`config.mk`:
```
export PLATFORM = sky130hd
export DESIGN_NAME = psram_core
export DESIGN_NICKNAME = d
export VERILOG_FILES = /design/src/rtl/psram_pkg.sv /design/src/rtl/psram_burst.sv /design/src/rtl/psram_ctrl.sv /design/src/rtl/psram_array.sv /design/src/rtl/psram_core.sv
export SDC_FILE = /design/constraint.sdc
export NUM_CORES = 2
export LEC_CHECK = 0
export BUFFER_PORTS_ARGS = -buffer_cell sky130_fd_sc_hd__buf_2
export CAP_MARGIN = 25
export CELL_PAD_IN_SITES_DETAIL_PLACEMENT = 1
export CELL_PAD_IN_SITES_GLOBAL_PLACEMENT = 1
export CORE_MARGIN = 2
export CORE_UTILIZATION = 45
export DETAILED_ROUTE_END_ITERATION = 6
export PLACE_DENSITY = 0.73
export SLEW_MARGIN = 5
export SYNTH_ARGS = -nofsm -noshare
export SYNTH_HDL_FRONTEND = slang
export SYNTH_SLANG_ARGS = --single-unit
```
`constraint.sdc`:
```
create_clock -name clk -period 2.9 [get_ports clk]
set_input_delay 0.29 -clock clk [delete_from_list [all_inputs] [get_ports clk]]
set_output_delay 0.29 -clock clk [all_outputs]
set_load 0.02 [all_outputs]
```
`src/rtl/psram_pkg.sv`:
```
package psram_pkg;
  // kind of array access decided at a clock edge
  typedef enum logic [1:0] {
    ACC_NONE  = 2'd0,
    ACC_READ  = 2'd1,
    ACC_WRITE = 2'd2,
    ACC_DESEL = 2'd3
  } acc_e;
endpackage

```
`src/rtl/psram_burst.sv`:
```
module psram_burst #(
  parameter int AW = 6
) (
  input  logic          clk,
  input  logic          rst_n,
  input  logic          load,
  input  logic          step,
  input  logic          lin_in,
  input  logic [AW-1:0] addr_in,
  output logic [AW-1:0] cur_addr,
  output logic [AW-1:0] nxt_addr
);
  logic [AW-1:0] base_q, base_d;
  logic [1:0]    cnt_q, cnt_d;
  logic          lin_q, lin_d;
  logic [1:0]    cnt_inc;

  function automatic logic [1:0] low_bits(input logic lin, input logic [1:0] b,
                                          input logic [1:0] c);
    return lin ? (b + c) : (b ^ c);
  endfunction

  assign cnt_inc  = cnt_q + 2'd1;
  assign cur_addr = {base_q[AW-1:2], low_bits(lin_q, base_q[1:0], cnt_q)};
  assign nxt_addr = {base_q[AW-1:2], low_bits(lin_q, base_q[1:0], cnt_inc)};

  always_comb begin
    base_d = base_q;
    cnt_d  = cnt_q;
    lin_d  = lin_q;
    if (load) begin
      base_d = addr_in;
      cnt_d  = 2'd0;
      lin_d  = lin_in;
    end else if (step) begin
      cnt_d  = cnt_inc;
    end
  end

  always_ff @(posedge clk or negedge rst_n) begin
    if (!rst_n) begin
      base_q <= '0;
      cnt_q  <= '0;
      lin_q  <= 1'b0;
    end else begin
      base_q <= base_d;
      cnt_q  <= cnt_d;
      lin_q  <= lin_d;
    end
  end
endmodule

```
`src/rtl/psram_ctrl.sv`:
```
module psram_ctrl #(
  parameter int NB = 4
) (
  input  logic             clk,
  input  logic             rst_n,
  input  logic             proc_strb_n,
  input  logic             ctrl_strb_n,
  input  logic             burst_adv_n,
  input  logic             sel_a_n,
  input  logic             sel_b,
  input  logic             sel_c_n,
  input  logic             wr_all_n,
  input  logic             wr_byte_n,
  input  logic [NB-1:0]    byte_sel_n,
  output psram_pkg::acc_e  acc,
  output logic             load,
  output logic             step,
  output logic [NB-1:0]    wmask,
  output logic             sel_q
);
  import psram_pkg::*;

  logic          p_go, c_go, strobe, cs_all, wr_req, sel_d;
  logic [NB-1:0] req_mask;

  // processor strobe only counts while select A is active; it wins over the other
  assign p_go   = !proc_strb_n && !sel_a_n;
  assign c_go   = !ctrl_strb_n && !p_go;
  assign strobe = p_go || c_go;
  assign cs_all = !sel_a_n && sel_b && !sel_c_n;
  assign wr_req = !wr_all_n || !wr_byte_n;

  always_comb begin
    if (!wr_all_n)       req_mask = '1;
    else if (!wr_byte_n) req_mask = ~byte_sel_n;
    else                 req_mask = '0;
  end

  always_comb begin
    acc   = ACC_NONE;
    load  = 1'b0;
    step  = 1'b0;
    sel_d = sel_q;
    if (strobe) begin
      sel_d = cs_all;
      if (!cs_all) begin
        acc = ACC_DESEL;
      end else begin
        load = 1'b1;
        acc  = (c_go && wr_req) ? ACC_WRITE : ACC_READ;
      end
    end else if (sel_q) begin
      step = !burst_adv_n;
      acc  = wr_req ? ACC_WRITE : ACC_READ;
    end
  end

  assign wmask = (acc == ACC_WRITE) ? req_mask : '0;

  always_ff @(posedge clk or negedge rst_n) begin
    if (!rst_n) sel_q <= 1'b0;
    else        sel_q <= sel_d;
  end
endmodule

```
`src/rtl/psram_array.sv`:
```
module psram_array #(
  parameter int AW = 6,
  parameter int NB = 4
) (
  input  logic            clk,
  input  logic [NB-1:0]   we_mask,
  input  logic [AW-1:0]   waddr,
  input  logic [NB*8-1:0] wdata,
  input  logic [AW-1:0]   raddr,
  output logic [NB*8-1:0] rdata
);
  localparam int DEPTH = 1 << AW;

  for (genvar b = 0; b < NB; b++) begin : g_lane
    logic [7:0] lane [DEPTH];
    always_ff @(posedge clk) begin
      if (we_mask[b]) lane[waddr] <= wdata[b*8 +: 8];
    end
    assign rdata[b*8 +: 8] = lane[raddr];
  end
endmodule

```
`src/rtl/psram_core.sv`:
```
module psram_core #(
  parameter int AW = 6,
  parameter int NB = 4
) (
  input  logic            clk,
  input  logic            rst_n,
  input  logic [AW-1:0]   addr_in,
  input  logic            proc_strb_n,
  input  logic            ctrl_strb_n,
  input  logic            burst_adv_n,
  input  logic            sel_a_n,
  input  logic            sel_b,
  input  logic            sel_c_n,
  input  logic            wr_all_n,
  input  logic            wr_byte_n,
  input  logic [NB-1:0]   byte_sel_n,
  input  logic            out_en_n,
  input  logic            seq_linear,
  input  logic [NB*8-1:0] dq_i,
  output logic [NB*8-1:0] dq_o,
  output logic            dq_oe
);
  import psram_pkg::*;
  localparam int DW = NB * 8;

  acc_e          acc;
  logic          load, step, sel_q;
  logic [NB-1:0] wmask;
  logic [AW-1:0] cur_addr, nxt_addr, acc_addr;
  logic [DW-1:0] rdata;

  logic          rd_pend_q, rd_pend_d;
  logic [AW-1:0] rd_addr_q, rd_addr_d;
  logic          wr_q, wr_d;
  logic          dvalid_q, dvalid_d;
  logic [DW-1:0] dout_q;

  psram_ctrl #(.NB(NB)) u_ctrl (
    .clk(clk), .rst_n(rst_n),
    .proc_strb_n(proc_strb_n), .ctrl_strb_n(ctrl_strb_n), .burst_adv_n(burst_adv_n),
    .sel_a_n(sel_a_n), .sel_b(sel_b), .sel_c_n(sel_c_n),
    .wr_all_n(wr_all_n), .wr_byte_n(wr_byte_n), .byte_sel_n(byte_sel_n),
    .acc(acc), .load(load), .step(step), .wmask(wmask), .sel_q(sel_q)
  );

  psram_burst #(.AW(AW)) u_burst (
    .clk(clk), .rst_n(rst_n), .load(load), .step(step), .lin_in(seq_linear),
    .addr_in(addr_in), .cur_addr(cur_addr), .nxt_addr(nxt_addr)
  );

  // a loading edge uses the pins; a continuation edge uses the counter
  assign acc_addr = load ? addr_in : (step ? nxt_addr : cur_addr);

  psram_array #(.AW(AW), .NB(NB)) u_array (
    .clk(clk), .we_mask(wmask), .waddr(acc_addr), .wdata(dq_i),
    .raddr(rd_addr_q), .rdata(rdata)
  );

  always_comb begin
    rd_pend_d = (acc == ACC_READ);
    rd_addr_d = acc_addr;
    wr_d      = (acc == ACC_WRITE);
    dvalid_d  = rd_pend_q && (acc != ACC_DESEL);
  end

  always_ff @(posedge clk or negedge rst_n) begin
    if (!rst_n) begin
      rd_pend_q <= 1'b0;
      rd_addr_q <= '0;
      wr_q      <= 1'b0;
      dvalid_q  <= 1'b0;
    end else begin
      rd_pend_q <= rd_pend_d;
      rd_addr_q <= rd_addr_d;
      wr_q      <= wr_d;
      dvalid_q  <= dvalid_d;
    end
  end

  // output register, loaded only when a read is in flight
  always_ff @(posedge clk or negedge rst_n) begin
    if (!rst_n)         dout_q <= '0;
    else if (rd_pend_q) dout_q <= rdata;
  end

  assign dq_o  = dout_q;
  assign dq_oe = dvalid_q && !wr_q && !out_en_n;
endmodule

```
* After elaboration in Yosys (flattened, before gate mapping)
Memories as Yosys holds them, arrays and structs flattened. A register that Yosys moved wholly into a read port is not among the register bits.
Index checks and enable logic that the tools add are counted.
** Storage, ports and cells
- Bits in latches :: 0
- Bits in registers :: 19
- ROM bits :: 0
- Memories :: 4
- Memory bits (writable) :: 2048
** Memory list
- u_array.g_lane[0].lane :: depth 64, width 8, rd ports 1, clocked after memory_dff 1, write ports 1, RTL line psram_array.sv:15 : logic [7:0] lane [DEPTH];
- u_array.g_lane[1].lane :: depth 64, width 8, rd ports 1, clocked after memory_dff 1, write ports 1, RTL line psram_array.sv:15
- u_array.g_lane[2].lane :: depth 64, width 8, rd ports 1, clocked after memory_dff 1, write ports 1, RTL line psram_array.sv:15
- u_array.g_lane[3].lane :: depth 64, width 8, rd ports 1, clocked after memory_dff 1, write ports 1, RTL line psram_array.sv:15
** Operators by class
- Reduce and logical (&&, ||, !) cells :: 25
- Shift-type cells :: 0
- $mul :: 0
- Add/subtract/negate cells :: 3
- Muxes and demuxes :: 26
- Divide/modulo/power cells :: 0
- Bitwise gates (word level) :: 3
- Order comparisons :: 0
- Eq/ne operators :: 3
** Operators with widths (number)
- two-way mux 2 bit :: 10
- logical NOT 1 bit :: 14
- two-way mux 1 bit :: 12
- two-way mux 4 bit :: 3
- logical AND 1 bit :: 8
- two-way mux 6 bit :: 1
- adder 2 bit :: 2
- NOT 4 bit :: 1
- bitwise XOR 2 bit :: 2
- adder 2 x 1 -> 2 bit (second input constant) :: 1
- == test 2 x 1 -> 1 bit (second input constant) :: 1
- == test 2 bit (second input constant) :: 1
- logical OR 1 bit :: 2
- inequality test 2 bit (second input constant) :: 1
- nonzero test 2 bit :: 1

* Longest topological paths before layout
- Depth in word-level cells :: 12
- Depth in mapped cells :: 10
- Mapped depth without buffers :: 8

* Cells and area by module
A second synthesis with hierarchy kept.
** Second synthesis, totals
- Cells, all modules :: 3834
- Area total of the unflattened synthesis :: 82068.7 um^2
** By module, submodules not included
- psram_array :: area each 79690.2 um^2, cells each 3668, seq. area each 61499.0 um^2, instances 1
- psram_core :: area each 1715.4 um^2, cells each 101, seq. area each 1026.0 um^2, instances 1
- psram_burst :: area each 495.5 um^2, cells each 40, seq. area each 225.2 um^2, instances 1
- psram_ctrl :: area each 167.7 um^2, cells each 25, seq. area each 25.0 um^2, instances 1

* Least setup slack after synthesis
Ideal clock, no wire load.
- Path type :: flip-flop to flip-flop
- Start point :: reg u_burst.cnt_q[0]
- End point :: mem u_array.g_lane[0].lane[10][0] (enable)
- Path buffers :: 1
- Arrival :: 2.164 ns
- Period minus slack after synthesis :: 2.535 ns
- Cell stages (with the launch flop) :: 10
- Slack :: 0.365 ns
- Setup time :: 0.370 ns
- Cells stage by stage :: dfrtp_1 -> inv_1 -> ha_1 -> a21bo_2 -> a211oi_1 -> o21ai_1 -> a31oi_4 -> nand2_1 -> buf_2 -> nor2_1
** On the way
- Cells in the longest elaborated chain, start to end :: 5
** RTL lines
- from (decl) :: RTL line psram_burst.sv:14 : logic [1:0] cnt_q, cnt_d;
- from (signal assigned) :: RTL line psram_burst.sv:47 : cnt_q <= cnt_d;
- adder 2 x 1 -> 2 bit :: RTL line psram_burst.sv:23 : assign cnt_inc = cnt_q + 2'd1;
- adder 2 bit / bitwise XOR 2 bit (equally long branches) :: RTL line psram_burst.sv:20 : return lin ? (b + c) : (b ^ c);
- two-way mux 2 bit :: RTL line psram_burst.sv:20
- two-way mux 2 bit (*) :: RTL line psram_core.sv:52 : assign acc_addr = load ? addr_in : (step ? nxt_addr : cur_addr);
- two-way mux 6 bit (*) :: RTL line psram_core.sv:52
- via acc_addr[1] :: RTL line psram_core.sv:29 : logic [AW-1:0] cur_addr, nxt_addr, acc_addr;
- to (decl) :: RTL line psram_array.sv:15
The timed path passes the listed nets; every way through them passes the cells marked *.

==> results.txt <==
----------------------------------------------------
[Status]
  Result of the run ... finished clean

[Worst setup path]
  Startpoint of the worst-slack reg-to-reg timing path ... rd_addr_q[0]
  Register-to-register setup slack ... 80 ps
  Cell count of the worst reg-to-reg path ... 7
  CP required ... 3600 ps
  Arrival time worst endpoint ... 3520 ps
  Maximum fanout encountered on the critical timing path ... 13
  End of the worst register-to-register path ... dq_o[30]
  Worst setup path class ... flip-flop to flip-flop
  Nature of the critical path endpoint ... flip-flop
  Critical path launch point type ... flip-flop

[Hold path]
  Number of stages on the worst hold path ... 1
  Path class of the lowest-slack min-delay path ... input port to flip-flop
  Launch instance of the worst min-delay path ... dq_i[12]
  Min-Delay Endpoint ... u_array.g_lane[1].lane[27][4]

[Global routing]
  Leftover overflow at the end of global routing ... 0
  Global routing usage summed across all routing layers ... 24.2%
  Initial antenna violation count ... 11
  Number of global-route vias before repair ... 46,500
  Wire length of the first global-routing pass ... 325 mm
  Pin count of the biggest net entering global routing ... 65

[Yosys]
  Top FF cell, synth ... sky130_fd_sc_hd__edfxtp_1
  Share of synthesized registers carrying an async set or reset ... 2.43%
  Number of enable-type register cells in the synthesized netlist ... 2,048
  Post-Synthesis Cell Area ... 81,200 µm²
  Number of nets produced by synthesis ... 4,218
  Number of cells produced by synthesis ... 4,162
  Yosys synthesis warning count ... 0
  FF+latch count, synth ... 2,099
  Sequential-to-total area share from yosys stat ... 77.4%
  Count of distinct cell types in the synthesized netlist ... 58
  Mean Syn Cell Area ... 19.5 µm²

[Placed design]
  Quantity of I/O buffers inserted on ports ... 86
  Detailed placer's ending HPWL ... 141 mm
  Routability cong. ... 0.841
  Dpl cell area ... 88,300 µm²

[STA]
  Post-layout minimum cycle time ... 2820 ps
  Max-slew violations ... 0
  Final cycle utilization of the critical path ... 97.3%
  Slew of the pin with the lowest slew margin ... 1090 ps
  Final hold violation count ... 0
  Finish-stage setup viols ... 0
  RSZ-0062 raised after global routing ... false
  Final worst clock skew ... 38.0 ps
  Slew Limit Headroom ... 27.6%
  Maximum clock rate ... 354 MHz

[Run]
  Max_cap viols ... 0

[Floorplanning]
  Starting density of the core ... 45.4%
  Die area ... 184,000 µm²
  Core area ... 179,000 µm²
  Die width ... 429 µm
  Top-level I/O count ... 87
  Vertical die dimension ... 429 µm
  Number of core rows ... 155

[Route]
  DR vias/cell ... 5.94
  Wire length per cell ... 30.4 µm
  Vias post-DR ... 43,400
  Number of violations reported at the end of detailed-routing iteration 0 ... 4,490
  Pre-antenna DRT Iters ... 5
  Total routed wirelength ... 222 mm
  Number of design rule violations left after detail routing ... 0
  Detail Route Antenna Nets ... 0

[Finish]
  Post-layout nets ... 4,835
  Total non-filler cell area in the finished layout ... 95,800 µm²
  Area added between synthesis and finish ... 18.1%
  Fraction of the core area covered by cells at the end of the flow ... 53.6%
  Share of cells above drive strength 1 ... 27.8%

[Clock tree]
  Clock transition at the registers of the reported paths ... 60 ps
  Clock latency reported for the late side of the worst-skew pair ... 850 ps
  Clk sinks ... 2,099
  Root Driver ... sky130_fd_sc_hd__clkbuf_16
  Inserted Clock Buffers ... 207
  H-tree lvl count ... 4
  Maximum root-to-sink buffer count ... 3
  CTS tree ... yes

[Power]
  Pleak ... 0.0318 µW
  Cell area power density ... 780 nW/µm²
  Peak supply drop ... 505 µV

----------------------------------------------------
per-layer routing:
layer,GRT usage [%],vias to the layer above,share of wire (%)
met4,8.56,8,3.4
met3,4.44,417,6.9
met2,39.9,1819,50
met1,32.3,23000,40
met5,0,-,0.021
li1,-,18200,-
cell usage after synthesis, drive strengths merged, types with 2 or more instances:
library cell | n | share of area [%]
ha | 2 | 0.031
mux2 | 33 | 0.46
nand4 | 5 | 0.039
a21oi | 98 | 0.61
nor3b | 2 | 0.018
nand2b | 6 | 0.059
o32ai | 32 | 0.35
and2 | 7 | 0.054
nand3 | 5 | 0.031
or4 | 2 | 0.018
o41ai | 4 | 0.052
nand4bb | 2 | 0.028
o22ai | 95 | 0.73
o21ai | 12 | 0.074
nor4 | 63 | 0.49
nand3b | 2 | 0.018
a22oi | 128 | 1.2
dfrtp | 51 | 1.6
inv | 5 | 0.023
a211oi | 65 | 0.60
nand4b | 5 | 0.054
mux4 | 352 | 9.8
edfxtp | 2048 | 76
nor3 | 2 | 0.012
a21boi | 2 | 0.018
nor2 | 361 | 1.7
buf | 135 | 0.86
nor2b | 100 | 0.77
mux2i | 256 | 3.2
clkbuf | 112 | 0.52
nand2 | 152 | 0.74
o31ai | 2 | 0.025
xnor2 | 2 | 0.022
final cells by class:
| class | count | area (µm²) |
|---|---|---|
| Fill cell | 15900 | 83000 |
| Sequential cell | 2099 | 62800 |
| Multi-Input combinational cell | 1811 | 17400 |
| Timing Repair Buffer | 655 | 5660 |
| Clock buffer | 251 | 5440 |
| Tap cell | 2355 | 2950 |
| Clock inverter | 139 | 1570 |
| Inverter | 5 | 18.8 |
| Antenna cell | 3 | 7.51 |
how the worst max path moves through the flow:
stage | startpoint | to | cells past startpoint
after floorplan | u_burst.cnt_q[0] | u_array.g_lane[0].lane[10][0] | 9
after global placement | sel_b | u_array.g_lane[2].lane[21][7] | 8
after detailed placement | sel_a_n | u_array.g_lane[2].lane[62][0] | 11
after CTS | u_burst.base_q[0] | u_array.g_lane[2].lane[44][6] | 8
after global routing | u_burst.cnt_q[0] | u_array.g_lane[2].lane[9][3] | 11
final | rd_addr_q[0] | dq_o[30] | 7
where the power goes:
| part | switching (µW) | internal (µW) |
|---|---|---|
| clock network | 11600 | 16100 |
| logic | 7700 | 5600 |
| registers | 292 | 33500 |
state kept, by name, summed over array words and instances, names as in the netlist:
name                 cells
u_array.g_lane.lane   2048
u_burst.cnt_q            2
u_burst.lin_q            1
u_ctrl.sel_q             1
rd_pend_q                1
rd_addr_q                6
wr_q                     1
dvalid_q                 1
dq_o                    32
u_burst.base_q           6
repair_timing:
item,4_1_cts,5_1_grt
hold endpoints to repair,360,37
setup buffers,0,3
gates resized for setup,4,23
hold buffers,36,1
endpoints found under the setup margin,32,309
metrics by stage:
step	std cells	setup WS [ps]	TNS, ps	hold WS [ps]	total power (µW)
3_3_place_gp	6884	-479	-75490	441	47200
5_1_grt	7317	3.19	0	36.0	77000
4_1_cts	7310	28.6	0	4.64	75100
3_5_place_dp	6884	-108	-6060	455	47500
6_report	7318	77.0	0	51.8	74800
2_1_floorplan	4162	365	0	-5.59	42200
cells in the final DEF (no fill, tap or decap), types with 6 or more instances in the layout:
cell	netlist	routed
sky130_fd_sc_hd__bufinv_16	0	31
sky130_fd_sc_hd__buf_12	0	68
sky130_fd_sc_hd__mux2_2	31	31
sky130_fd_sc_hd__nor2_1	361	339
sky130_fd_sc_hd__nand2_1	148	144
sky130_fd_sc_hd__a211oi_1	65	64
sky130_fd_sc_hd__clkbuf_16	0	208
sky130_fd_sc_hd__dlygate4sd3_1	0	37
sky130_fd_sc_hd__clkbuf_8	0	7
sky130_fd_sc_hd__clkbuf_1	112	36
sky130_fd_sc_hd__nor2_2	0	20
sky130_fd_sc_hd__mux4_2	352	352
sky130_fd_sc_hd__nand2b_2	4	6
sky130_fd_sc_hd__edfxtp_1	2048	2048
sky130_fd_sc_hd__buf_2	93	85
sky130_fd_sc_hd__nor2b_1	100	97
sky130_fd_sc_hd__a21oi_1	97	95
sky130_fd_sc_hd__and2_1	7	6
sky130_fd_sc_hd__buf_4	13	462
sky130_fd_sc_hd__nor4_1	63	62
sky130_fd_sc_hd__o21ai_0	10	10
sky130_fd_sc_hd__clkinvlp_4	0	9
sky130_fd_sc_hd__o32ai_1	32	32
sky130_fd_sc_hd__o22ai_1	95	95
sky130_fd_sc_hd__inv_6	0	10
sky130_fd_sc_hd__mux2i_1	256	256
sky130_fd_sc_hd__clkinv_1	0	38
sky130_fd_sc_hd__a22oi_1	128	128
sky130_fd_sc_hd__clkinv_2	0	40
sky130_fd_sc_hd__dfrtp_1	51	47
worst max-delay path, cell delays in order, from the launching register on:
cell                      delay, ps
sky130_fd_sc_hd__dfrtp_4        560
sky130_fd_sc_hd__buf_12         220
sky130_fd_sc_hd__buf_4          310
sky130_fd_sc_hd__mux4_2         550
sky130_fd_sc_hd__a22oi_1        370
sky130_fd_sc_hd__nand2_1        100
sky130_fd_sc_hd__a21oi_1        400
sky130_fd_sc_hd__nand2_1        110
logic make-up (layout without fill, tap and decap cells):
logic type	after synthesis	count (layout)	share of synthesized area, %
other	0	3	0
XOR/XNOR	3	3	0.0324
AND/OR/NAND/NOR	720	720	4.06
buffers and inverters	252	1050	1.40
adder cells (fa/ha/maj)	2	2	0.0308
multiplexers	641	641	13.4
AO/OA/AOI/OAI	445	445	3.74
flip-flops	2099	2099	77.4
Power figures use the tool's default switching activity.
